### src/rtl/fet_fuse_pkg.sv
package fet_fuse_pkg;
  typedef struct packed {
    logic qualClr;
    logic qualInc;
    logic graceClr;
    logic graceInc;
    logic fetKill;
  } fuseStrobes_t;
endpackage

### src/rtl/fet_fuse_datapath.sv
module fet_fuse_datapath
  import fet_fuse_pkg::*;
#(
  parameter int QUAL_TICKS  = 8,
  parameter int GRACE_TICKS = 500
) (
  input  logic         clk,
  input  logic         rstN,
  input  fuseStrobes_t strobes,
  input  logic         safetyFault,
  input  logic         chgSwEn,
  input  logic         dsgSwEn,
  input  logic         acSwEn,
  input  logic         acAboveSense,
  output logic         qualHit,
  output logic         graceHit,
  output logic         chgGateEn,
  output logic         dsgGateEn,
  output logic         acGateEn
);
  localparam int QW = $clog2(QUAL_TICKS + 1);
  localparam int GW = $clog2(GRACE_TICKS + 1);
  localparam logic [QW-1:0] QUAL_LAST  = QW'(QUAL_TICKS - 1);
  localparam logic [GW-1:0] GRACE_LAST = GW'(GRACE_TICKS - 1);

  logic [QW-1:0] qualCnt;
  logic [GW-1:0] graceCnt;

  assign qualHit  = strobes.qualInc && !strobes.qualClr && (qualCnt == QUAL_LAST);
  assign graceHit = strobes.graceInc && !strobes.graceClr && (graceCnt == GRACE_LAST);

  always_ff @(posedge clk or negedge rstN) begin
    if (!rstN) begin
      qualCnt <= '0;
    end else if (strobes.qualClr || qualHit) begin
      qualCnt <= '0;
    end else if (strobes.qualInc) begin
      qualCnt <= qualCnt + 1'b1;
    end
  end

  always_ff @(posedge clk or negedge rstN) begin
    if (!rstN) begin
      graceCnt <= '0;
    end else if (strobes.graceClr || graceHit) begin
      graceCnt <= '0;
    end else if (strobes.graceInc) begin
      graceCnt <= graceCnt + 1'b1;
    end
  end

  always_ff @(posedge clk or negedge rstN) begin
    if (!rstN) begin
      chgGateEn <= 1'b0;
      dsgGateEn <= 1'b0;
      acGateEn  <= 1'b0;
    end else begin
      chgGateEn <= chgSwEn && !safetyFault && !strobes.fetKill;
      dsgGateEn <= dsgSwEn && !safetyFault && !strobes.fetKill;
      acGateEn  <= acSwEn && acAboveSense;
    end
  end

  a_r4_qual_in_range: assert property (@(posedge clk) disable iff (!rstN)
    qualCnt <= QUAL_LAST);
  a_r5_grace_in_range: assert property (@(posedge clk) disable iff (!rstN)
    graceCnt <= GRACE_LAST);
  a_r1_fault_blocks_gates: assert property (@(posedge clk) disable iff (!rstN)
    safetyFault |=> (!chgGateEn && !dsgGateEn));
  a_r7_ac_needs_both: assert property (@(posedge clk) disable iff (!rstN)
    !(acSwEn && acAboveSense) |=> !acGateEn);
endmodule

### src/rtl/fet_fuse_control.sv
module fet_fuse_control
  import fet_fuse_pkg::*;
(
  input  logic         clk,
  input  logic         rstN,
  input  logic         tickEn,
  input  logic         fuseRaw,
  input  logic         fuseClr,
  input  logic         qualHit,
  input  logic         graceHit,
  output fuseStrobes_t strobes,
  output logic         fuseLatched
);
  logic fuseTrip;

  always_comb begin
    strobes.qualClr  = !fuseRaw || fuseLatched;
    strobes.qualInc  = tickEn && fuseRaw && !fuseLatched;
    strobes.graceClr = !fuseLatched || fuseClr;
    strobes.graceInc = tickEn && fuseLatched && !fuseTrip;
    strobes.fetKill  = fuseTrip;
  end

  always_ff @(posedge clk or negedge rstN) begin
    if (!rstN) begin
      fuseLatched <= 1'b0;
    end else if (qualHit) begin
      fuseLatched <= 1'b1;
    end else if (fuseClr) begin
      fuseLatched <= 1'b0;
    end
  end

  always_ff @(posedge clk or negedge rstN) begin
    if (!rstN) begin
      fuseTrip <= 1'b0;
    end else if (graceHit) begin
      fuseTrip <= 1'b1;
    end
  end

  a_r3_latch_needs_raw: assert property (@(posedge clk) disable iff (!rstN)
    $rose(fuseLatched) |-> $past(fuseRaw && tickEn));
  a_r6_clear_drops_latch: assert property (@(posedge clk) disable iff (!rstN)
    (fuseClr && !qualHit) |=> !fuseLatched);
  a_r5_trip_needs_latch: assert property (@(posedge clk) disable iff (!rstN)
    $rose(fuseTrip) |-> $past(fuseLatched));
  a_r5_trip_sticky: assert property (@(posedge clk) disable iff (!rstN)
    fuseTrip |=> fuseTrip);
endmodule

### src/rtl/fet_fuse_supervisor.sv
module fet_fuse_supervisor
  import fet_fuse_pkg::*;
#(
  parameter int QUAL_TICKS  = 8,
  parameter int GRACE_TICKS = 500
) (
  input  logic clk,
  input  logic rstN,
  input  logic tickEn,
  input  logic safetyFault,
  input  logic chgSwEn,
  input  logic dsgSwEn,
  input  logic acSwEn,
  input  logic acAboveSense,
  input  logic fuseRaw,
  input  logic fuseClr,
  output logic chgGateEn,
  output logic dsgGateEn,
  output logic acGateEn,
  output logic fuseLatched
);
  fuseStrobes_t strobes;
  logic qualHit;
  logic graceHit;

  fet_fuse_control ctrl_i (
    .clk(clk), .rstN(rstN), .tickEn(tickEn), .fuseRaw(fuseRaw), .fuseClr(fuseClr),
    .qualHit(qualHit), .graceHit(graceHit), .strobes(strobes), .fuseLatched(fuseLatched)
  );

  fet_fuse_datapath #(.QUAL_TICKS(QUAL_TICKS), .GRACE_TICKS(GRACE_TICKS)) dp_i (
    .clk(clk), .rstN(rstN), .strobes(strobes), .safetyFault(safetyFault),
    .chgSwEn(chgSwEn), .dsgSwEn(dsgSwEn), .acSwEn(acSwEn), .acAboveSense(acAboveSense),
    .qualHit(qualHit), .graceHit(graceHit),
    .chgGateEn(chgGateEn), .dsgGateEn(dsgGateEn), .acGateEn(acGateEn)
  );

  a_r8_reset_quiet: assert property (@(posedge clk)
    !rstN |=> (rstN || (!chgGateEn && !dsgGateEn && !acGateEn && !fuseLatched)));
endmodule

### config.mk
export PLATFORM = sky130hd
export DESIGN_NAME = fet_fuse_supervisor
export DESIGN_NICKNAME = d
export VERILOG_FILES = /design/src/rtl/fet_fuse_pkg.sv /design/src/rtl/fet_fuse_datapath.sv /design/src/rtl/fet_fuse_control.sv /design/src/rtl/fet_fuse_supervisor.sv
export SDC_FILE = /design/constraint.sdc
export NUM_CORES = 1
export LEC_CHECK = 0
export BUFFER_PORTS_ARGS = -buffer_cell sky130_fd_sc_hd__buf_2
export CELL_PAD_IN_SITES_DETAIL_PLACEMENT = 1
export CELL_PAD_IN_SITES_GLOBAL_PLACEMENT = 2
export CORE_MARGIN = 1.5
export CORE_UTILIZATION = 37
export CTS_BUF_LIST = sky130_fd_sc_hd__clkbuf_16
export CTS_CLUSTER_SIZE = 12
export DETAILED_ROUTE_END_ITERATION = 12
export GPL_ROUTABILITY_DRIVEN = 0
export PLACE_DENSITY = 0.9
export SLEW_MARGIN = 20
export SYNTH_ARGS = -nofsm -noshare
export SYNTH_HDL_FRONTEND = slang
export SYNTH_SLANG_ARGS = --single-unit
export TNS_END_PERCENT = 5
### constraint.sdc
create_clock -name clk -period 3.6 [get_ports clk]
set_clock_uncertainty 0.05 [all_clocks]
set_input_delay 0.36 -clock clk [delete_from_list [all_inputs] [get_ports clk]]
set_output_delay 0.36 -clock clk [all_outputs]
set_load 0.05 [all_outputs]
==> impl_metrics.prom, run 1 <==
# TYPE chip_impl_metric gauge
chip_impl_metric{name="cp_required",unit="ns"} 3.66
chip_impl_info{name="status",value="finished with violations"} 1
chip_impl_metric{name="cts-htree-levels",unit=""} 1
chip_impl_metric{name="cts_buffers",unit=""} 3
chip_impl_metric{name="slew-limit-headroom",unit=""} 0.6045
chip_impl_info{name="mostFrequentLayoutCells",value="dfrtp_1, buf_2, nor2_1, a21oi_1"} 1
chip_impl_metric{name="async_reset_ff_frac",unit=""} 1.000
chip_impl_metric{name="drt-initial-drc-count",unit=""} 4
chip_impl_metric{name="yosysWarnings",unit=""} 0
chip_impl_metric{name="hold_buffers",unit=""} 0
chip_impl_metric{name="grt_antenna_before_repair",unit=""} 0
chip_impl_metric{name="detailroute.via_count",unit=""} 683
chip_impl_info{name="critical_path.cell_chain",value="ha_1 > nand4b_4 > o31ai_2 > nor2_1"} 1
chip_impl_metric{name="net_count_after_synthesis",unit=""} 90
chip_impl_metric{name="final_period_minus_worst_setup_slack",unit="ns"} 1.678
chip_impl_metric{name="cts_setup_buffers",unit=""} 0
chip_impl_info{name="timing.critical_path.to_type",value="flip-flop"} 1
chip_impl_metric{name="final_nets",unit=""} 107
chip_impl_metric{name="clock_path_buffers",unit=""} 2
chip_impl_metric{name="setup-tns-final",unit="ns"} 0
chip_impl_info{name="dominantRegCellSynth",value="dfrtp_1"} 1
chip_impl_metric{name="insertion_delay",unit="ns"} 0.25
chip_impl_metric{name="vdd_drop_max",unit="µV"} 298.7
chip_impl_metric{name="dp.cells",unit=""} 118
chip_impl_metric{name="cellPowerDensity",unit="mW/mm²"} 438.7
chip_impl_metric{name="die_height",unit="µm"} 51.52
chip_impl_metric{name="grt_pass1_vias",unit=""} 754
chip_impl_metric{name="groute.usage.overall",unit=""} 0.1754
chip_impl_metric{name="globalRouteOverflowTotal",unit=""} 0
chip_impl_metric{name="synth-edff-count",unit=""} 0
chip_impl_metric{name="drive_above_1_share",unit=""} 0.2021
chip_impl_metric{name="worstPathBufferInverterCount",unit=""} 0
chip_impl_metric{name="synth_cell_types",unit=""} 29
chip_impl_info{name="timing.critical_path.from_type",value="flip-flop"} 1
chip_impl_metric{name="ff2ff_path_depth",unit=""} 4
chip_impl_info{name="regToRegStartpoint",value="dp_i.graceCnt[0]$_DFFE_PN0P_"} 1
chip_impl_metric{name="coreArea",unit="mm²"} 0.002212
chip_impl_metric{name="maximum_fanout_encountered_on_the_critical_timing_path",unit=""} 10
chip_impl_metric{name="synthesized_area_per_cell",unit="µm²"} 11.16
chip_impl_info{name="layout_commonest_cell",value="dfrtp_1"} 1
chip_impl_metric{name="worst_path_arrival_time",unit="ns"} 1.74
chip_impl_metric{name="die_w",unit="µm"} 51.52
chip_impl_info{name="rsz0062_at_grt",value="no"} 1
chip_impl_metric{name="viasPerCell",unit=""} 5.598
chip_impl_info{name="path_delay_family",value="compound AO/OA/AOI/OAI gates"} 1
chip_impl_metric{name="cts.repair.resized",unit=""} 0
chip_impl_info{name="timing.rr.end",value="dp_i.graceCnt[2]$_DFFE_PN0P_"} 1
chip_impl_metric{name="max_freq",unit="MHz"} 595.8
chip_impl_metric{name="final_number_of_hold_violating_endpoints",unit=""} 18
chip_impl_metric{name="max_cap_viol_count",unit=""} 0
chip_impl_metric{name="clock_sink_count",unit=""} 18
chip_impl_metric{name="grt_pass1_wl",unit="mm"} 3.305
chip_impl_metric{name="core.rowCount",unit=""} 17
chip_impl_metric{name="setup_violations",unit=""} 0
chip_impl_info{name="hold_path.class",value="in2async"} 1
chip_impl_metric{name="final.hold.worst_slack",unit="ns"} -0.01700
chip_impl_metric{name="n_antenna_cell",unit=""} 0
chip_impl_metric{name="die_area",unit="mm²"} 0.002654
chip_impl_metric{name="dp_hpwl",unit="mm"} 1.320
chip_impl_metric{name="final_cells",unit=""} 122
chip_impl_metric{name="cell_area_after_technology_mapping",unit="µm²"} 870.8
chip_impl_metric{name="design.portCount",unit=""} 14
chip_impl_metric{name="drt_pre_antenna_iters",unit=""} 4
chip_impl_metric{name="cpPeakStageDelay",unit="ns"} 0.60
chip_impl_metric{name="place.port_buffers",unit=""} 13
chip_impl_info{name="tritoncts",value="done"} 1
chip_impl_metric{name="path_clk_slew",unit="ns"} 0.05
chip_impl_metric{name="antenna_violating_nets_post_route",unit=""} 0
chip_impl_metric{name="synth.ff_latch_count",unit=""} 18
chip_impl_metric{name="detail_route.drc_violations",unit=""} 0
chip_impl_metric{name="totalWireLength",unit="mm"} 1.826
chip_impl_metric{name="grt_max_degree",unit=""} 19
chip_impl_info{name="clockRootBuffer",value="clkbuf_16"} 1
chip_impl_metric{name="seq_area_frac_synth",unit=""} 0.5172
chip_impl_info{name="violations",value="hold timing"} 1
chip_impl_metric{name="final_worst_path_cycle_share",unit=""} 0.4662
chip_impl_metric{name="ff2ff_setup_slack",unit="ns"} 1.92
chip_impl_metric{name="power_leakage",unit="nW"} 0.4916
chip_impl_metric{name="final-max-slew-violation-count",unit=""} 0
chip_impl_metric{name="syn_inst_count",unit=""} 78
chip_impl_metric{name="synthToLayoutAreaGrowth",unit="%"} 19.68
chip_impl_metric{name="average_wire_length_per_cell_after_detail_routing",unit="µm"} 14.97
chip_impl_metric{name="worst-slew-pin-transition",unit="ns"} 0.5897
chip_impl_metric{name="floorplan.initialDensity",unit=""} 0.3937
chip_impl_info{name="crit_type",value="reg2reg"} 1
chip_impl_info{name="critPathSlowestCell",value="o31ai_2"} 1
-- kinds of logic (layout without fill, tap and decap cells) --
family / after synthesis / in the layout / share of synthesized area
AO/OA/AOI/OAI: 17 / 17 / 0.1322
XOR/XNOR: 4 / 4 / 0.04024
adder cells (fa/ha/maj): 2 / 2 / 0.02873
buffers and inverters: 1 / 17 / 0.008624
flip-flops: 18 / 18 / 0.5172
multiplexers: 2 / 2 / 0.02299
AND/OR/NAND/NOR: 34 / 34 / 0.2500
-- worst register-to-register path: cells and delay by family (launching register included) --
kind | cells | cell delay [ns]
AOI/OAI and AO/OA | 1 | 0.60
DFF | 1 | 0.40
and+or+nand+nor | 2 | 0.29
adders and majority gates | 1 | 0.21
-- layout make-up --
| class | count | area (µm²) |
|---|---|---|
| clock buffers | 3 | 75.07 |
| clock inverters | 1 | 3.754 |
| fillers | 266 | 1170 |
| multi-input cells | 59 | 412.9 |
| flip-flops and latches | 18 | 450.4 |
| well taps | 28 | 35.03 |
| repair buffers | 13 | 65.06 |
-- registers in the layout (all words and copies together) (netlist names) --
signal	count
ctrl_i.fuseTrip	1
ctrl_i.fuseLatched	1
dp_i.qualCnt	4
dp_i.acGateEn	1
dp_i.dsgGateEn	1
dp_i.chgGateEn	1
dp_i.graceCnt	9
-- metrics by stage --
| step | power, mW | hold WS, ns | utilization | cell area [µm²] | setup WS (ns) |
|---|---|---|---|---|---|
| floorplan | 0.2278 | 0.01441 | - | 870.8 | 1.851 |
| global placement | 0.2387 | 0.2667 | 0.4355 | 963.4 | 1.964 |
| detailed placement | 0.2400 | 0.2679 | 0.4355 | 963.4 | 1.947 |
| CTS | 0.4656 | 0.0009475 | 0.4712 | 1042 | 1.932 |
| global route | 0.4740 | 0.009820 | 0.4712 | 1042 | 1.763 |
| finish | 0.4572 | -0.01700 | 0.4712 | 1042 | 1.922 |
-- Yosys cell counts, types with 2 or more instances --
cell | instances | area [µm²]
xor2_1 | 3 | 26.28
or4_1 | 3 | 22.52
mux2i_1 | 2 | 20.02
o31ai_1 | 2 | 15.01
o21ai_0 | 3 | 15.01
nand2_1 | 4 | 15.01
nor3_1 | 2 | 10.01
nor3b_1 | 2 | 15.01
nand3_1 | 3 | 15.01
ha_1 | 2 | 25.02
a21o_1 | 2 | 15.01
nand4_1 | 2 | 12.51
a21oi_1 | 6 | 30.03
nor2_1 | 6 | 22.52
nand2b_1 | 2 | 12.51
dfrtp_1 | 18 | 450.4
or3_1 | 4 | 25.02
-- worst max-delay path by stage --
stage / from / to / depth (start not counted)
after floorplan: ctrl_i.fuseLatched$_DFFE_PN0P_ / dp_i.graceCnt[7]$_DFFE_PN0P_ / 3
after CTS: dp_i.graceCnt[0]$_DFFE_PN0P_ / dp_i.graceCnt[4]$_DFFE_PN0P_ / 4
after global placement: tickEn / dp_i.graceCnt[8]$_DFFE_PN0P_ / 4
after global routing: dp_i.graceCnt[0]$_DFFE_PN0P_ / dp_i.graceCnt[8]$_DFFE_PN0P_ / 4
after detailed placement: dp_i.graceCnt[0]$_DFFE_PN0P_ / dp_i.graceCnt[4]$_DFFE_PN0P_ / 4
final: dp_i.graceCnt[0]$_DFFE_PN0P_ / dp_i.graceCnt[2]$_DFFE_PN0P_ / 4
-- power by group --
| group | switching (mW) | internal (mW) | total (mW) |
|---|---|---|---|
| Sequential | 0.00257 | 0.207 | 0.209 |
| Combinational | 0.0176 | 0.00920 | 0.0268 |
| Clock | 0.0735 | 0.148 | 0.221 |
-- metal layers --
layer  routed length [µm]  vias to the layer above  track usage
met3                   40                        5      0.03448
li1                     -                      323            -
met2                  932                        7       0.3141
met1                  809                      348       0.1892
met4                   44                        0       0.1053
met5                    0                        -            0
Note: power is estimated with default switching activity, not from simulation.
==> run 2, diff against run 1 <==
--- a/config.mk
+++ b/config.mk
@@ -9,12 +9,12 @@
 export CELL_PAD_IN_SITES_DETAIL_PLACEMENT = 1
 export CELL_PAD_IN_SITES_GLOBAL_PLACEMENT = 2
 export CORE_MARGIN = 1.5
-export CORE_UTILIZATION = 37
+export CORE_UTILIZATION = 35
 export CTS_BUF_LIST = sky130_fd_sc_hd__clkbuf_16
 export CTS_CLUSTER_SIZE = 12
 export DETAILED_ROUTE_END_ITERATION = 12
 export GPL_ROUTABILITY_DRIVEN = 0
-export PLACE_DENSITY = 0.9
+export PLACE_DENSITY = 0.86
 export SLEW_MARGIN = 20
 export SYNTH_ARGS = -nofsm -noshare
 export SYNTH_HDL_FRONTEND = slang
==> constraint.sdc (replaced) <==
create_clock -name clk -period 1.7 [get_ports clk]
set_clock_uncertainty 0.05 [all_clocks]
set_input_delay 0.17 -clock clk [delete_from_list [all_inputs] [get_ports clk]]
set_output_delay 0.17 -clock clk [all_outputs]
set_load 0.05 [all_outputs]
==> run 2 against run 1 <==
The run now ends clean. Critical path type unchanged. Worst setup slack got worse by 1.8 ns. Via count decreased by 3.2%. Die area increased by 5.4%. Critical endpoint is now dp_i.graceCnt[8]$_DFFE_PN0P_. Combinational power increased by 120%. Count of clock-buffer cells in the layout unchanged. Maximum frequency increased by 4.0%. Critical path depth unchanged. Power increased by 110%. First-iteration DRC count unchanged. Largest cell class unchanged. Flip-flop and latch count unchanged. Worst hold slack improved by 0.054 ns.
==> impl_metrics.prom, run 2 (synthesis gave the netlist of run 1 again) <==
# TYPE chip_impl_metric gauge
chip_impl_metric{name="slew-limit-headroom",unit=""} 0.7247
chip_impl_metric{name="detailedPlace.worstSlack",unit="ns"} 0.07131
chip_impl_metric{name="cts-htree-levels",unit=""} 1
chip_impl_metric{name="route.met2.wl",unit="µm"} 959
chip_impl_metric{name="met3_length",unit="µm"} 78
chip_impl_metric{name="grt_antenna_before_repair",unit=""} 0
chip_impl_metric{name="worst_slack",unit="ns"} 0.08629
chip_impl_metric{name="max_freq",unit="MHz"} 619.7
chip_impl_metric{name="final-max-slew-violation-count",unit=""} 0
chip_impl_metric{name="vdd_drop_max",unit="µV"} 616.5
chip_impl_metric{name="setup_violations",unit=""} 0
chip_impl_metric{name="antenna_violating_nets_post_route",unit=""} 0
chip_impl_metric{name="cts_buffers",unit=""} 3
chip_impl_metric{name="grt_pass1_vias",unit=""} 702
chip_impl_metric{name="worst-slew-pin-transition",unit="ns"} 0.4129
chip_impl_metric{name="core.rowCount",unit=""} 17
chip_impl_metric{name="viasPerCell",unit=""} 5.288
chip_impl_metric{name="cts_setup_buffers",unit=""} 0
chip_impl_info{name="clockRootBuffer",value="clkbuf_16"} 1
chip_impl_metric{name="final_worst_path_cycle_share",unit=""} 0.9492
chip_impl_info{name="rsz0062_at_grt",value="no"} 1
chip_impl_metric{name="place.port_buffers",unit=""} 13
chip_impl_metric{name="groute.usage.overall",unit=""} 0.1711
chip_impl_metric{name="path_clk_slew",unit="ns"} 0.05
chip_impl_info{name="timing.critical_path.to_type",value="flip-flop"} 1
chip_impl_metric{name="final_nets",unit=""} 110
chip_impl_metric{name="n_antenna_cell",unit=""} 0
chip_impl_metric{name="cellPowerDensity",unit="mW/mm²"} 901.9
chip_impl_metric{name="totalWireLength",unit="mm"} 1.874
chip_impl_info{name="crit_type",value="reg2reg"} 1
chip_impl_metric{name="drt_pre_antenna_iters",unit=""} 2
chip_impl_metric{name="drt-initial-drc-count",unit=""} 4
chip_impl_metric{name="power",unit="mW"} 0.9660
chip_impl_metric{name="largest_register_ffs",unit=""} 9
chip_impl_metric{name="final.hold.worst_slack",unit="ns"} 0.03743
chip_impl_info{name="mostFrequentLayoutCells",value="dfrtp_1, buf_2, nor2_1, a21oi_1"} 1
chip_impl_metric{name="met1Wirelength",unit="µm"} 820
chip_impl_metric{name="dp_hpwl",unit="mm"} 1.314
chip_impl_metric{name="maximum_fanout_encountered_on_the_critical_timing_path",unit=""} 10
chip_impl_metric{name="floorplan.initialDensity",unit=""} 0.3826
chip_impl_metric{name="coreArea",unit="mm²"} 0.002276
chip_impl_metric{name="grt_pass1_wl",unit="mm"} 3.270
chip_impl_metric{name="final_period_minus_worst_setup_slack",unit="ns"} 1.614
chip_impl_metric{name="worst_path_arrival_time",unit="ns"} 1.73
chip_impl_metric{name="detail_route.drc_violations",unit=""} 0
chip_impl_metric{name="cp_required",unit="ns"} 1.82
chip_impl_info{name="status",value="finished clean"} 1
chip_impl_metric{name="setup-tns-final",unit="ns"} 0
chip_impl_info{name="hold_path.class",value="in2reg"} 1
chip_impl_info{name="timing.critical_path.from_type",value="flip-flop"} 1
chip_impl_info{name="reg_top3",value="dp_i.graceCnt: 9 flops, dp_i.qualCnt: 4 flops"} 1
chip_impl_metric{name="die_w",unit="µm"} 52.88
chip_impl_metric{name="grt_max_degree",unit=""} 19
chip_impl_metric{name="design.portCount",unit=""} 14
chip_impl_metric{name="detailroute.via_count",unit=""} 661
chip_impl_metric{name="max_cap_viol_count",unit=""} 0
chip_impl_metric{name="power_leakage",unit="nW"} 0.5030
chip_impl_metric{name="synthToLayoutAreaGrowth",unit="%"} 22.99
chip_impl_metric{name="drive_above_1_share",unit=""} 0.2371
chip_impl_metric{name="clock_path_buffers",unit=""} 2
chip_impl_info{name="tritoncts",value="done"} 1
chip_impl_metric{name="die_area",unit="mm²"} 0.002796
chip_impl_metric{name="clock_sink_count",unit=""} 18
chip_impl_metric{name="insertion_delay",unit="ns"} 0.25
chip_impl_metric{name="die_height",unit="µm"} 52.88
chip_impl_info{name="route.top_layer_used",value="met4"} 1
chip_impl_metric{name="globalRouteOverflowTotal",unit=""} 0
chip_impl_metric{name="average_wire_length_per_cell_after_detail_routing",unit="µm"} 14.99
chip_impl_metric{name="final_number_of_hold_violating_endpoints",unit=""} 0
chip_impl_info{name="largest-register",value="dp_i.graceCnt"} 1
chip_impl_info{name="layout_commonest_cell",value="dfrtp_1"} 1
-- run 2: final cells by class --
class,instances,area [µm²]
sequential,18,451.7
clock buffer,3,75.07
clock inverter,1,3.754
timing repair buffer,16,90.09
multi-input combinational,59,415.4
fill,259,1205
tap,28,35.03
-- run 2: stage by stage --
stage	std cells	util	instance area, µm²
final	125	0.4706	1071
after global routing	125	0.4706	1071
after CTS	125	0.4695	1069
after detailed placement	120	0.4305	979.7
after global placement	120	0.4305	979.7
after floorplan	78	-	872.1
-- run 2: per-layer routing --
layer  vias up  GRT usage
met5         -          0
met4         0    0.06410
met3         3    0.06215
met2         8     0.2979
met1       319     0.1888
li1        331          -
-- run 2: worst max-delay path: stages, from the launching register on --
cell and delay [ns]:
dfrtp_1 0.40, ha_2 0.22, nand4b_4 0.17, or4_1 0.54, a21oi_1 0.15
-- run 2: path summary, 6_finish.rpt --
kind / start / slack, ns / endpoint / cells past startpoint
min reg2reg: ctrl_i.fuseTrip$_DFFE_PN0P_ / 0.49 / dp_i.dsgGateEn$_DFF_PN0_ / 1
min: safetyFault / 0.04 / dp_i.dsgGateEn$_DFF_PN0_ / 2
max: dp_i.graceCnt[0]$_DFFE_PN0P_ / 0.09 / dp_i.graceCnt[8]$_DFFE_PN0P_ / 4
max in group asynchronous: rstN / 0.95 / ctrl_i.fuseLatched$_DFFE_PN0P_ / 2
min in group asynchronous: rstN / 0.34 / dp_i.chgGateEn$_DFF_PN0_ / 2
max reg2reg: dp_i.graceCnt[0]$_DFFE_PN0P_ / 0.09 / dp_i.graceCnt[8]$_DFFE_PN0P_ / 4
-- run 2: power breakdown --
part	switching [mW]	internal, mW	total, mW
Combinational	0.0375	0.0211	0.0586
Clock	0.153	0.312	0.465
Sequential	0.00507	0.438	0.443
-- run 2: timing repair --
action	4_1_cts	5_1_grt
hold endpoints to repair	18	0
resized for setup	0	1
hold buffers	1	0
endpoints found under the setup margin	0	1
==> run 3, diff against run 2 <==
--- a/config.mk
+++ b/config.mk
@@ -8,7 +8,7 @@
 export BUFFER_PORTS_ARGS = -buffer_cell sky130_fd_sc_hd__buf_2
 export CELL_PAD_IN_SITES_DETAIL_PLACEMENT = 1
 export CELL_PAD_IN_SITES_GLOBAL_PLACEMENT = 2
-export CORE_MARGIN = 1.5
+export CORE_MARGIN = 3
 export CORE_UTILIZATION = 35
 export CTS_BUF_LIST = sky130_fd_sc_hd__clkbuf_16
 export CTS_CLUSTER_SIZE = 12
==> run 3 against run 2 <==
Non-clock buffer count increased by 1. Core utilization is 0.33 points higher. Count of clock-buffer cells in the layout did not move. Combinational power shrank 0.7%. Cell count up 0.80%. Worst hold slack barely moved. Critical endpoint unchanged. Highest routed layer unchanged.
==> impl_metrics.prom, run 3 (synthesis gave the netlist of run 1 again) <==
# TYPE chip_impl_metric gauge
chip_impl_info{name="layout_commonest_cell",value="dfrtp_1"} 1
chip_impl_metric{name="n_antenna_cell",unit=""} 0
chip_impl_metric{name="final_cells",unit=""} 126
chip_impl_info{name="timing.critical_path.from_type",value="flip-flop"} 1
chip_impl_metric{name="globalRouteOverflowTotal",unit=""} 0
chip_impl_metric{name="place.port_buffers",unit=""} 13
chip_impl_metric{name="cellPowerDensity",unit="mW/mm²"} 905.1
chip_impl_info{name="hold_path.class",value="in2reg"} 1
chip_impl_metric{name="die_area",unit="mm²"} 0.003123
chip_impl_metric{name="final_worst_path_cycle_share",unit=""} 0.9470
chip_impl_metric{name="sw_frac_of_total",unit=""} 0.2099
chip_impl_metric{name="intPower",unit="mW"} 0.7713
chip_impl_info{name="rsz0062_at_grt",value="no"} 1
chip_impl_metric{name="detail_route.drc_violations",unit=""} 0
chip_impl_metric{name="cts-htree-levels",unit=""} 1
chip_impl_metric{name="core.rowCount",unit=""} 17
chip_impl_metric{name="power_leakage",unit="nW"} 0.5034
chip_impl_info{name="mostFrequentLayoutCells",value="dfrtp_1, buf_2, nor2_1, a21oi_1"} 1
chip_impl_metric{name="design.portCount",unit=""} 14
chip_impl_info{name="status",value="finished clean"} 1
chip_impl_info{name="largest-register",value="dp_i.graceCnt"} 1
chip_impl_metric{name="postPlaceCellArea",unit="µm²"} 987.2
chip_impl_metric{name="synthToLayoutAreaGrowth",unit="%"} 23.85
chip_impl_metric{name="drive_above_1_share",unit=""} 0.2449
chip_impl_metric{name="final_period_minus_worst_setup_slack",unit="ns"} 1.610
chip_impl_metric{name="power",unit="mW"} 0.9762
chip_impl_metric{name="dp_hpwl",unit="mm"} 1.463
chip_impl_metric{name="slew-limit-headroom",unit=""} 0.7289
chip_impl_metric{name="grt_max_degree",unit=""} 19
chip_impl_metric{name="final_nets",unit=""} 111
chip_impl_metric{name="clock_sink_count",unit=""} 18
chip_impl_metric{name="antenna_violating_nets_post_route",unit=""} 0
chip_impl_metric{name="num-fill-cells",unit=""} 253
chip_impl_info{name="critPathSlowestCell",value="or4_1"} 1
chip_impl_metric{name="dp.cells",unit=""} 121
chip_impl_info{name="crit_type",value="reg2reg"} 1
chip_impl_metric{name="grt_pass1_vias",unit=""} 776
chip_impl_info{name="tritoncts",value="done"} 1
chip_impl_metric{name="drt_pre_antenna_iters",unit=""} 2
chip_impl_metric{name="clock_path_buffers",unit=""} 2
chip_impl_metric{name="final-seq-area",unit="µm²"} 451.7
chip_impl_metric{name="maximum_fanout_encountered_on_the_critical_timing_path",unit=""} 10
chip_impl_metric{name="insertion_delay",unit="ns"} 0.25
chip_impl_metric{name="final_design_area_no_fill",unit="mm²"} 0.001079
chip_impl_metric{name="combinationalPowerShare",unit=""} 0.060
chip_impl_metric{name="setup-tns-final",unit="ns"} 0
chip_impl_metric{name="cp_required",unit="ns"} 1.83
chip_impl_metric{name="total_switching_power",unit="mW"} 0.2048
chip_impl_info{name="critical_path.cell_chain",value="ha_2 > nand4b_4 > or4_1 > a21oi_1"} 1
chip_impl_metric{name="clock_power_share",unit=""} 0.487
chip_impl_metric{name="max_cap_viol_count",unit=""} 0
chip_impl_metric{name="final_number_of_hold_violating_endpoints",unit=""} 0
chip_impl_metric{name="grt_pass1_wl",unit="mm"} 3.601
chip_impl_metric{name="cts_setup_buffers",unit=""} 0
chip_impl_metric{name="average_wire_length_per_cell_after_detail_routing",unit="µm"} 15.67
chip_impl_metric{name="setup_violations",unit=""} 0
chip_impl_metric{name="floorplan.initialDensity",unit=""} 0.3826
chip_impl_metric{name="ff2ff_setup_slack",unit="ns"} 0.09
chip_impl_info{name="reg_top3",value="dp_i.graceCnt: 9 flops, dp_i.qualCnt: 4 flops"} 1
chip_impl_metric{name="worst_path_arrival_time",unit="ns"} 1.74
chip_impl_info{name="timing.critical_path.to_type",value="flip-flop"} 1
chip_impl_metric{name="cts_buffers",unit=""} 3
chip_impl_metric{name="largest_register_ffs",unit=""} 9
chip_impl_metric{name="die_w",unit="µm"} 55.88
chip_impl_metric{name="path_clk_slew",unit="ns"} 0.05
chip_impl_metric{name="detailroute.via_count",unit=""} 676
chip_impl_metric{name="multi_input_comb_area",unit="µm²"} 415.4
chip_impl_metric{name="coreArea",unit="mm²"} 0.002276
chip_impl_metric{name="worst-slew-pin-transition",unit="ns"} 0.4067
chip_impl_metric{name="groute.usage.overall",unit=""} 0.1496
chip_impl_metric{name="grt_antenna_before_repair",unit=""} 0
chip_impl_metric{name="max_freq",unit="MHz"} 621.2
chip_impl_metric{name="totalWireLength",unit="mm"} 1.974
chip_impl_metric{name="portion_of_total_power_attributed_to_sequential_cells",unit=""} 0.453
chip_impl_info{name="clockRootBuffer",value="clkbuf_16"} 1
chip_impl_metric{name="drt-initial-drc-count",unit=""} 18
chip_impl_metric{name="viasPerCell",unit=""} 5.365
chip_impl_metric{name="vdd_drop_max",unit="µV"} 559.8
chip_impl_metric{name="die_height",unit="µm"} 55.88
chip_impl_metric{name="final-max-slew-violation-count",unit=""} 0
chip_impl_metric{name="cpPeakStageDelay",unit="ns"} 0.54
run 3: changes by cell type in the layout (fill, tap and decap cells not counted):
cell / previous run / this run
buf_4: 2 / 3
inv_1: 1 / 0
clkinv_1: 0 / 1
run 3: what timing repair did:
item / CTS / global route
resized for setup: 0 / 1
setup endpoints to repair: 0 / 1
hold buffers: 1 / 0
endpoints found under the hold margin: 18 / 0
run 3: routing by layer:
layer  vias to the layer above  global-route usage  wire, µm
met1                       334              0.1766       872
met5                         -                   0         0
met4                         0             0.08814        47
met2                         7              0.2483      1003
li1                        329                   -         -
met3                         6             0.03248        50
run 3: power groups by stage:
stage	sequential, mW	combinational, mW	clock, mW
6_report	0.443	0.0582	0.475
2_1_floorplan	0.463	0.0197	0
3_3_place_gp	0.449	0.0560	0
3_5_place_dp	0.450	0.0578	0
4_1_cts	0.443	0.0599	0.484
5_1_grt	0.444	0.0652	0.504
run 3: final timing paths:
path | startpoint | end | cells past startpoint
worst max-delay path | dp_i.graceCnt[0]$_DFFE_PN0P_ | dp_i.graceCnt[8]$_DFFE_PN0P_ | 4
min in group asynchronous | rstN | dp_i.graceCnt[3]$_DFFE_PN0P_ | 2
max in group asynchronous | rstN | ctrl_i.fuseLatched$_DFFE_PN0P_ | 2
worst min-delay path | safetyFault | dp_i.dsgGateEn$_DFF_PN0_ | 2
worst max register to register | dp_i.graceCnt[0]$_DFFE_PN0P_ | dp_i.graceCnt[8]$_DFFE_PN0P_ | 4
worst min register to register | ctrl_i.fuseTrip$_DFFE_PN0P_ | dp_i.dsgGateEn$_DFF_PN0_ | 1
run 3: final cells by class:
| type | count | share of cell area |
|---|---|---|
| clock buffer | 3 | 0.06961 |
| clock inverter | 1 | 0.003480 |
| multi-input combinational | 59 | 0.3852 |
| sequential | 18 | 0.4188 |
| tap | 28 | 0.03248 |
| timing repair buffer | 17 | 0.09049 |
run 3: worst max-delay path, delay by kind of cell (launching register included):
kind            cells  cell delay (ns)
flops               1             0.40
fa+ha+maj           1             0.22
simple gates        2             0.71
compound gates      1             0.16
run 3: stage by stage:
stage	util	worst slack, ns	hold slack [ns]
final	0.4739	0.09016	0.03760
after global routing	0.4739	0.008575	0.03752
after CTS	0.4728	0.07592	0.03385
after detailed placement	0.4338	0.09484	0.07478
after global placement	0.4338	0.1585	0.07166
after floorplan	-	0.1379	-0.1756
